## src/rtl/ringdb_pkg.sv

```systemverilog
package ringdb_pkg;

  localparam logic [7:0] OFF_BASE_LO  = 8'h00;
  localparam logic [7:0] OFF_BASE_HI  = 8'h04;
  localparam logic [7:0] OFF_CBASE_LO = 8'h08;
  localparam logic [7:0] OFF_CBASE_HI = 8'h0C;
  localparam logic [7:0] OFF_TAIL     = 8'h10;
  localparam logic [7:0] OFF_FETCH    = 8'h14;
  localparam logic [7:0] OFF_FREE     = 8'h18;
  localparam logic [7:0] OFF_PEND     = 8'h1C;
  localparam logic [7:0] OFF_STATUS   = 8'h20;
  localparam logic [7:0] OFF_CIDX     = 8'h34;
  localparam logic [7:0] OFF_DOORBELL = 8'h38;

  localparam int ST_OVF   = 0;
  localparam int ST_ACK   = 1;
  localparam int ST_ORDER = 2;
  localparam int ST_BLOCK = 3;
  localparam int ST_W     = 4;

  // One of the four base address words of a ring
  function automatic logic is_base(input logic [7:0] off);
    return (off[7:4] == 4'h0) && (off[1:0] == 2'b00);
  endfunction

  // Offsets that only privileged writers may change
  function automatic logic is_guarded(input logic [7:0] off);
    return is_base(off) || (off == OFF_DOORBELL);
  endfunction

endpackage

```

## src/rtl/ringdb_guard.sv

```systemverilog
module ringdb_guard
  import ringdb_pkg::*;
(
  input  logic       wr,
  input  logic       priv,
  input  logic [7:0] off,
  output logic       wr_pass,
  output logic       wr_blocked
);

  logic guarded;

  assign guarded    = is_guarded(off);
  assign wr_blocked = wr && !priv && guarded;
  assign wr_pass    = wr && !wr_blocked;

endmodule

```

## src/rtl/ringdb_bank.sv

```systemverilog
module ringdb_bank #(
  parameter  int DEPTH     = 4096,
  parameter  int GUARD     = 16,
  parameter  int MAX_BATCH = 2032,
  localparam int IDX_W     = $clog2(DEPTH),
  localparam int CNT_W     = IDX_W + 1
) (
  input  logic             clk,
  input  logic             rst_n,
  input  logic [31:0]      db_val,
  input  logic             db_go,
  input  logic [15:0]      ack_exp,
  input  logic [15:0]      ack_cnt,
  input  logic             ack_go,
  input  logic             fetch,
  output logic             db_fit,
  output logic             ack_fit,
  output logic [IDX_W-1:0] tail,
  output logic [1:0]       tail_ph,
  output logic [IDX_W-1:0] cidx,
  output logic [1:0]       cidx_ph,
  output logic [IDX_W-1:0] fetch_idx,
  output logic [CNT_W-1:0] free,
  output logic [CNT_W-1:0] pend
);

  localparam int CAP = DEPTH - GUARD;

  // Advance an index by n; the phase steps once when the sum passes the top.
  function automatic logic [IDX_W+1:0] step(input logic [IDX_W-1:0] idx,
                                            input logic [1:0]       ph,
                                            input logic [CNT_W-1:0] n);
    logic [IDX_W:0] s;
    s = {1'b0, idx} + n;
    return {(s[IDX_W] ? ph + 2'd1 : ph), s[IDX_W-1:0]};
  endfunction

  logic [IDX_W-1:0] out_i;
  logic [IDX_W-1:0] done_i;
  logic [IDX_W-1:0] pend_i;

  assign out_i  = tail - cidx;
  assign done_i = fetch_idx - cidx;
  assign pend_i = tail - fetch_idx;

  assign free = CNT_W'(CAP) - {1'b0, out_i};
  assign pend = {1'b0, pend_i};

  assign db_fit  = (db_val <= 32'(free)) && (db_val <= 32'(MAX_BATCH));
  assign ack_fit = (32'(ack_exp) == 32'(cidx)) && (32'(ack_cnt) <= 32'(done_i));

  always_ff @(posedge clk) begin
    if (!rst_n) begin
      tail      <= '0;
      tail_ph   <= '0;
      cidx      <= '0;
      cidx_ph   <= '0;
      fetch_idx <= '0;
    end else begin
      if (db_go)
        {tail_ph, tail} <= step(tail, tail_ph, db_val[CNT_W-1:0]);
      if (ack_go)
        {cidx_ph, cidx} <= step(cidx, cidx_ph, CNT_W'(ack_cnt));
      if (fetch && (pend_i != '0))
        fetch_idx <= fetch_idx + 1'b1;
    end
  end

endmodule

```

## src/rtl/ringdb_unit.sv

```systemverilog
module ringdb_unit
  import ringdb_pkg::*;
#(
  parameter  int DEPTH     = 4096,
  parameter  int GUARD     = 16,
  parameter  int MAX_BATCH = 2032,
  localparam int IDX_W     = $clog2(DEPTH),
  localparam int CNT_W     = IDX_W + 1
) (
  input  logic             clk,
  input  logic             rst_n,
  input  logic             bus_wr,
  input  logic             bus_priv,
  input  logic [8:0]       bus_addr,
  input  logic [31:0]      bus_wdata,
  output logic [31:0]      bus_rdata,
  output logic             bus_fail,
  input  logic             rx_fetch,
  input  logic             tx_fetch,
  output logic [CNT_W-1:0] rx_pending,
  output logic [CNT_W-1:0] tx_pending
);

  logic       ring_sel;
  logic [7:0] off;
  assign ring_sel = bus_addr[8];
  assign off      = bus_addr[7:0];

  logic wr_pass, wr_blocked;

  ringdb_guard u_guard (
    .wr        (bus_wr),
    .priv      (bus_priv),
    .off       (off),
    .wr_pass   (wr_pass),
    .wr_blocked(wr_blocked)
  );

  logic sel_db, sel_ack, sel_stat;
  assign sel_db   = wr_pass && (off == OFF_DOORBELL);
  assign sel_ack  = wr_pass && (off == OFF_CIDX);
  assign sel_stat = wr_pass && (off == OFF_STATUS);

  // Receive-over-transmit leads for doorbells and acknowledges
  logic [31:0] db_lead, ack_lead;
  logic        db_order_ok, ack_order_ok;
  assign db_order_ok  = !ring_sel || (bus_wdata <= db_lead);
  assign ack_order_ok = !ring_sel || (32'(bus_wdata[31:16]) <= ack_lead);

  logic [1:0] db_fit, ack_fit, db_go, ack_go, fetch_v;
  logic       db_ok, ack_ok;
  assign fetch_v = {tx_fetch, rx_fetch};
  assign db_ok   = db_fit[ring_sel] && db_order_ok;
  assign ack_ok  = ack_fit[ring_sel] && ack_order_ok;

  logic [IDX_W-1:0] tail_a  [2];
  logic [1:0]       tph_a   [2];
  logic [IDX_W-1:0] cidx_a  [2];
  logic [1:0]       cph_a   [2];
  logic [IDX_W-1:0] fetch_a [2];
  logic [CNT_W-1:0] free_a  [2];
  logic [CNT_W-1:0] pend_a  [2];
  logic [ST_W-1:0]  st_a    [2];
  logic [31:0]      base_a  [2][4];

  for (genvar g = 0; g < 2; g++) begin : g_ring
    logic            hit;
    logic [ST_W-1:0] st_set;

    assign hit       = (ring_sel == 1'(g));
    assign db_go[g]  = sel_db && hit && db_ok;
    assign ack_go[g] = sel_ack && hit && ack_ok;

    ringdb_bank #(
      .DEPTH    (DEPTH),
      .GUARD    (GUARD),
      .MAX_BATCH(MAX_BATCH)
    ) u_bank (
      .clk      (clk),
      .rst_n    (rst_n),
      .db_val   (bus_wdata),
      .db_go    (db_go[g]),
      .ack_exp  (bus_wdata[15:0]),
      .ack_cnt  (bus_wdata[31:16]),
      .ack_go   (ack_go[g]),
      .fetch    (fetch_v[g]),
      .db_fit   (db_fit[g]),
      .ack_fit  (ack_fit[g]),
      .tail     (tail_a[g]),
      .tail_ph  (tph_a[g]),
      .cidx     (cidx_a[g]),
      .cidx_ph  (cph_a[g]),
      .fetch_idx(fetch_a[g]),
      .free     (free_a[g]),
      .pend     (pend_a[g])
    );

    assign st_set[ST_OVF]   = sel_db && hit && !db_fit[g];
    assign st_set[ST_ACK]   = sel_ack && hit && !ack_fit[g];
    assign st_set[ST_ORDER] = hit && ((sel_db && !db_order_ok) || (sel_ack && !ack_order_ok));
    assign st_set[ST_BLOCK] = wr_blocked && hit;

    always_ff @(posedge clk) begin
      if (!rst_n) begin
        st_a[g] <= '0;
        for (int k = 0; k < 4; k++) base_a[g][k] <= '0;
      end else begin
        if (sel_stat && hit)
          st_a[g] <= st_a[g] & ~bus_wdata[ST_W-1:0];
        else
          st_a[g] <= st_a[g] | st_set;
        if (wr_pass && hit && is_base(off))
          base_a[g][off[3:2]] <= bus_wdata;
      end
    end
  end

  always_ff @(posedge clk) begin
    if (!rst_n) begin
      db_lead  <= '0;
      ack_lead <= '0;
    end else begin
      if (db_go[0]) db_lead <= db_lead + bus_wdata;
      if (db_go[1]) db_lead <= db_lead - bus_wdata;
      if (ack_go[0]) ack_lead <= ack_lead + 32'(bus_wdata[31:16]);
      if (ack_go[1]) ack_lead <= ack_lead - 32'(bus_wdata[31:16]);
    end
  end

  assign bus_fail = wr_blocked || (sel_db && !db_ok) || (sel_ack && !ack_ok);

  always_comb begin
    bus_rdata = '0;
    if (is_base(off)) begin
      bus_rdata = base_a[ring_sel][off[3:2]];
    end else begin
      case (off)
        OFF_TAIL:   bus_rdata = 32'({tph_a[ring_sel], 16'(tail_a[ring_sel])});
        OFF_FETCH:  bus_rdata = 32'(fetch_a[ring_sel]);
        OFF_FREE:   bus_rdata = 32'(free_a[ring_sel]);
        OFF_PEND:   bus_rdata = 32'(pend_a[ring_sel]);
        OFF_STATUS: bus_rdata = 32'(st_a[ring_sel]);
        OFF_CIDX:   bus_rdata = 32'({cph_a[ring_sel], 16'(cidx_a[ring_sel])});
        default:    bus_rdata = '0;
      endcase
    end
  end

  assign rx_pending = pend_a[0];
  assign tx_pending = pend_a[1];

  // Named views for the bound checker
  logic [IDX_W-1:0] rx_tail, rx_cidx, rx_fetch_idx;
  logic [1:0]       rx_tail_ph;
  logic [CNT_W-1:0] rx_free, tx_free;
  logic [255:0]     base_flat;
  assign rx_tail      = tail_a[0];
  assign rx_tail_ph   = tph_a[0];
  assign rx_cidx      = cidx_a[0];
  assign rx_fetch_idx = fetch_a[0];
  assign rx_free      = free_a[0];
  assign tx_free      = free_a[1];
  assign base_flat    = {base_a[1][3], base_a[1][2], base_a[1][1], base_a[1][0],
                         base_a[0][3], base_a[0][2], base_a[0][1], base_a[0][0]};

endmodule

```

## config.mk

```make
export PLATFORM = sky130hd
export DESIGN_NAME = ringdb_unit
export DESIGN_NICKNAME = d
export VERILOG_FILES = /design/src/rtl/ringdb_pkg.sv /design/src/rtl/ringdb_guard.sv /design/src/rtl/ringdb_bank.sv /design/src/rtl/ringdb_unit.sv
export SDC_FILE = /design/constraint.sdc
export NUM_CORES = 1
export LEC_CHECK = 0
export BUFFER_PORTS_ARGS = -buffer_cell sky130_fd_sc_hd__buf_2
export CAP_MARGIN = 30
export CORE_UTILIZATION = 50
export DETAILED_ROUTE_END_ITERATION = 7
export HOLD_SLACK_MARGIN = 0.05
export PLACE_DENSITY = 0.63
export RECOVER_POWER = 25
export SLEW_MARGIN = 20
export SYNTH_ARGS = -nofsm -noshare
export SYNTH_HDL_FRONTEND = slang
export SYNTH_SLANG_ARGS = --single-unit
```

## constraint.sdc

```tcl
create_clock -name clk -period 9.1 [get_ports clk]
set_clock_uncertainty 0.1 [all_clocks]
set_input_delay 1.365 -clock clk [delete_from_list [all_inputs] [get_ports clk]]
set_output_delay 1.365 -clock clk [all_outputs]
set_load 0.1 [all_outputs]
```

* After elaboration in Yosys (flattened, before gate mapping) *
Memory sizes are Yosys's and may differ from the RTL's.
Cells that the tools add are included.

storage, ports and cells
  output and inout bits = 59
  RAM bits = 264
  memories = 2
  input port bits = 47
  bits in registers = 144
  word-level logic and storage cells = 708

cells by class
  mux-type cells = 315
  bitwise gates (word level) = 268
  equality and inequality tests = 9
  reduce and logical (&&, ||, !) cells = 69
  add/sub/neg operators = 22
  $lt $le $gt $ge = 11

memories
  memory  depth  bits a word  read ports  clocked after memory_dff  wr ports  RTL line           text
  base_a  2      128          1           0                         2         ringdb_unit.sv:64  logic [31:0] base_a [2][4];
  st_a    2      4            3           0                         2         ringdb_unit.sv:63  logic [ST_W-1:0] st_a [2];

operators with widths
  operator                count
  $mux 1                  277
  $or 1x1->1              260
  $mux 128                2
  $mux 32                 8
  $mux 12                 10
  $pmux 18 s6             1
  $sub 12x12->12          6
  $mux 13                 5
  $bmux 32 s2             1
  $demux 32 s2            1
  $le 32x13->1            2
  $add 12x13->13          4
  $logic_and 1x1->1       42
  $add 32x16->32          1
  $add 32x32->32          1
  $eq 16x12->1            2
  $eq 8x5->1 const B      4
  $le 16x12->1            2
  $le 16x32->1            1
  $le 32x11->1 const B    1
  $le 32x32->1            1
  $sub 32x16->32          1
  $sub 32x32->32          1
  $sub 12x12->13 const A  2
  other kinds (22)        58

* Depth between registers and ports, before layout *
  depth after elaboration = 13
  depth in mapped cells = 26
  gate-level depth less buffers = 25

* Cells and area by module *
Synthesis repeated with hierarchy kept, for this count alone.

second synthesis, totals
  cells, all modules = 3409
  area total of the unflattened synthesis = 31554.0 um^2

by module, submodules not included
  module                          seq. area each (um^2)  instances  area an instance (um^2)  cells each
  ringdb_unit                     9208.8                 1          21041.4                  2097
  ringdb_bank (g_ring[0].u_bank)  800.8                  1          5240.0                   658
  ringdb_bank (g_ring[1].u_bank)  800.8                  1          5225.0                   648
  ringdb_guard                    0.0                    1          47.5                     6

* Worst setup path after synthesis *
OpenSTA, ideal clock, no wires.

  path kind = input -> output
  start point = in bus_addr[8]
  end point = out bus_rdata[16]
  required time = 7.635 ns
  slack = 2.287 ns
  cell stages on the path = 7
  buffers on the path = 4
  data arrival time = 5.348 ns
  cells stage by stage = clkbuf_1 > buf_2 > buf_1 > clkbuf_1 > mux4_2 > mux2i_1 > o21ai_0

between the ends
  word-level cells in the longest chain between the ends = 6
  elaborated cells between the ends (all ways) = 13
  those cells by class = mux: 11; bitwise: 1; memory: 1

RTL lines
  element                                 RTL line                                text
  from (decl)                             ringdb_unit.sv:14                       input logic [8:0] bus_addr,
  $not 1->2 (implied by the code)         ringdb_unit.sv:138, ringdb_unit.sv:143
  $mux 2 (on tied branches) (3 in a row)  ringdb_unit.sv:143, ringdb_unit.sv:138
  $pmux 18 s6                             ringdb_unit.sv:137                      case (off)
  $mux 32 (*)                             ringdb_unit.sv:134                      if (is_base(off)) begin
  to (decl)                               ringdb_unit.sv:16                       output logic [31:0] bus_rdata,

Mark *: on every way between the ends. The rest lies on a longest branch, timed or not. The select of a mux whose other input is x is not followed.

==> impl_metrics.yaml <==
status:
  run_status: "finished with violations"
  violated_checks: "design-rule violations, max-capacitance violations, max-slew violations"
floorplan:
  floorplan.die_area_um2: 61100
  die_h_um: 247
  floorplan.initialDensity_pct: 50.8
  fp-row-count: 89
  fp.dieW_um: 247
  floorplan_core_area_um2: 59200
  i_o_pins: 106
worst_setup_path:
  worstPathBufferInverterCount: 3
  startpoint_type: "input pin"
  cp_slowest_stage_delay_ns: 1.66
  worst-endpoint-required_ns: 9.16
  worst-setup-path-type: "in2reg"
  path_delay_family: "buffers and inverters"
  crit_path_top_delay_cell: "sky130_fd_sc_hd__clkbuf_1"
  critical_path_arrival_ns: 7.78
  worstSetupEndpointType: "flop"
  cp_cell_sequence: "buf_2 > or4_1 > or3_1 > clkbuf_1 > or3_1 > o21ai_0 > clkbuf_1"
  worst-path-max-fanout: 64
timing:
  rsz0062_at_grt: "false"
  fin_tns_setup_ns: 0
  hold-worst-slack_ns: 0.380
  fmaxAchievable_mhz: 129
  timing.final.crit_share_pct: 84.9
  timing.final.setup_violations: 0
  relative_slew_margins_pct: -72.3
  max_slew.worst_pin.slew_ns: 2.58
  fin_ws_ns: 1.38
  hold_viol: 0
  timing.final.max_slew_violations: 277
  finalCriticalPeriod_ns: 7.72
global_routing:
  first_global_vias: 25122
  grt_first_pass_wirelength_um: 154000
  grt_overflow: 0
  gr-usage-all-layers_pct: 33.4
  initial_antenna_violation_count: 0
  grt_start_max_net_pins: 81
clocking:
  tritoncts: "built"
  cts-buffers-inserted: 47
  clkTransAtPathRegs_ns: 0.06
  cts-hold-fix-buffers: 0
  cts_max_path_buffers: 3
  htreeDepth: 2
  postCtsSetupBuffers: 0
  root_buffer: "sky130_fd_sc_hd__clkbuf_16"
  clkLatencyLatePin_ns: 0.61
  post_cts.resized_instances: 0
  cts_num_sinks: 408
logic_synthesis:
  synth_top_cells_by_count: "sky130_fd_sc_hd__edfxtp_1, sky130_fd_sc_hd__ha_1, sky130_fd_sc_hd__nor3_1"
  synth_xor_area_share_pct: 5.59
  synth_fa_ha_area_share_pct: 11.9
  synth_compound_area_share_pct: 16.3
  mappedNetlistArea_um2: 30100
  asyncSetResetFlopFracSynth_pct: 0
  synth_simple_gate_area_share_pct: 18.0
  synth_edf_count: 264
  ys_seq_elements: 408
  synth_mux_area_share_pct: 7.52
  yosysTopAreaCell: "sky130_fd_sc_hd__edfxtp_1"
  dominantRegCellSynth: "sky130_fd_sc_hd__edfxtp_1"
  synth_most_common_cell: "sky130_fd_sc_hd__edfxtp_1"
  ys.warnings.count: 0
  synth_top_family_by_area: "simple AND/OR/NAND/NOR gates"
  synthDominantCellAreaShare_pct: 26.4
  proportion_of_synthesized_chip_area_in_sequential_cells_pct: 36.0
  netlist-cell-type-count: 90
  syn_inst: 3233
  largest_cells_by_area_after_synthesis: "sky130_fd_sc_hd__edfxtp_1, sky130_fd_sc_hd__ha_1, sky130_fd_sc_hd__dfxtp_1"
  post_synth.cell_area_avg_um2: 9.30
final_layout:
  layout.nets: 3563
  layout-drive-gt1-share_pct: 9.71
  num_antenna_cells: 0
  stdcell_area_um2: 32800
  layout-area-overhead-vs-synth_pct: 9.01
  layout.core_utilization_pct: 55.3
placed_design:
  gpl.final_weighted_congestion: 0.988
  place.detailed.hpwl_um: 73500
  place_area_um2: 31200
  port-buffer-count: 103
  setup_slack_placement_ns: 2.25
detailed_routing:
  wl_um: 103000
  route.antenna.remaining_nets: 0
  wl_per_cell_um: 25.4
  via_per_inst: 6.47
  detail_route.drc_violations: 3
  route.vias.total: 26177
  detail_route.iter0.violations: 2405
  first_pass_iters: 8
power:
  power_leakage_nw: 12.3
  power_per_unit_of_standard_cell_area_nw_per_um2: 145
  irDropWorstVdd_mv: 0.148
min_path:
  hold_path.class: "reg2reg"
flow_run:
  max_cap_viol: 6
==> logic make-up (layout without fill, tap and decap cells) <==
logic type	Yosys count	in the layout
flops	408	408
simple gates	1094	1094
xor+xnor	192	192
mux	145	145
other cells	2	10
compound gates	747	747
buf+inv	368	403
fa+ha+maj	277	277
==> final timing paths <==
path                                    startpoint  depth (start not counted)                        to  slack, ns
max                                    bus_addr[1]                          7   base_a[0][37]$_DFFE_PP_       1.38
min                       db_lead[13]$_SDFFE_PN0P_                          2  db_lead[13]$_SDFFE_PN0P_       0.38
min reg2reg               db_lead[13]$_SDFFE_PN0P_                          2  db_lead[13]$_SDFFE_PN0P_       0.38
max reg2reg  g_ring[1].u_bank.cidx[1]$_SDFFE_PN0P_                         21  db_lead[25]$_SDFFE_PN0P_       2.15
==> sequential cells by signal, summed over array words and instances, names as in the netlist <==
register and flops:
g_ring.u_bank.cidx_ph 4, ack_lead 32, g_ring.u_bank.fetch_idx 24, g_ring.u_bank.cidx 24, db_lead 32, st_a 8
base_a 256, g_ring.u_bank.tail 24, g_ring.u_bank.tail_ph 4
==> tightest hold or removal path, cell delays in order, from the launching register on <==
cell,delay [ns]
sky130_fd_sc_hd__dfxtp_1,0.33
sky130_fd_sc_hd__nand2_1,0.06
sky130_fd_sc_hd__o21ai_1,0.05
==> final cells by class <==
| cell class | instances | area (µm²) |
|---|---|---|
| Timing Repair Buffer | 143 | 830 |
| Sequential cell | 408 | 10800 |
| Clock buffer | 67 | 1320 |
| Fill cell | 5448 | 26500 |
| Clock inverter | 19 | 255 |
| Multi-Input combinational cell | 2465 | 17900 |
| Inverter | 174 | 654 |
| Tap cell | 773 | 967 |
==> power breakdown <==
group,internal (mW),switching (mW)
Clock,1.16,0.809
Sequential,2.03,0.0218
Combinational,0.201,0.551
==> cells in the final DEF, fill, tap and decap left out, types with 35 or more instances in the layout <==
cell type,synthesis,final
sky130_fd_sc_hd__edfxtp_1,264,264
sky130_fd_sc_hd__ha_1,263,263
sky130_fd_sc_hd__nor3_1,258,258
sky130_fd_sc_hd__nor2_1,243,243
sky130_fd_sc_hd__a21oi_1,219,220
sky130_fd_sc_hd__nand2_1,214,213
sky130_fd_sc_hd__o21ai_0,147,144
sky130_fd_sc_hd__dfxtp_1,144,144
sky130_fd_sc_hd__xnor2_1,142,142
sky130_fd_sc_hd__inv_1,142,141
sky130_fd_sc_hd__buf_2,16,94
sky130_fd_sc_hd__nor4_1,78,78
sky130_fd_sc_hd__mux2i_1,74,74
sky130_fd_sc_hd__mux4_2,64,64
sky130_fd_sc_hd__nand3_1,54,54
sky130_fd_sc_hd__a21o_1,50,50
sky130_fd_sc_hd__xor2_1,50,50
sky130_fd_sc_hd__clkbuf_16,0,47
sky130_fd_sc_hd__or3_1,44,44
sky130_fd_sc_hd__nand2b_1,43,41
sky130_fd_sc_hd__nor2b_1,39,39
sky130_fd_sc_hd__nand4_1,37,37
sky130_fd_sc_hd__buf_4,4,35
==> through the flow <==
stage                     power [mW]  cells
after detailed placement        2.84   3962
after global placement          2.82   3959
after CTS                       4.79   4048
after floorplan                 2.62   3241
final                           4.77   4049
after global routing            4.91   4049
==> layer usage <==
metal / up-vias / part of all wire [%] / global-route usage [%]
met5: - / 0 / 0
met4: 0 / 3.1 / 10.2
met3: 188 / 7.1 / 5.65
met2: 1011 / 46 / 54.1
met1: 12899 / 43 / 45.5
li1: 12079 / - / -
(Power assumes the default switching activity.)
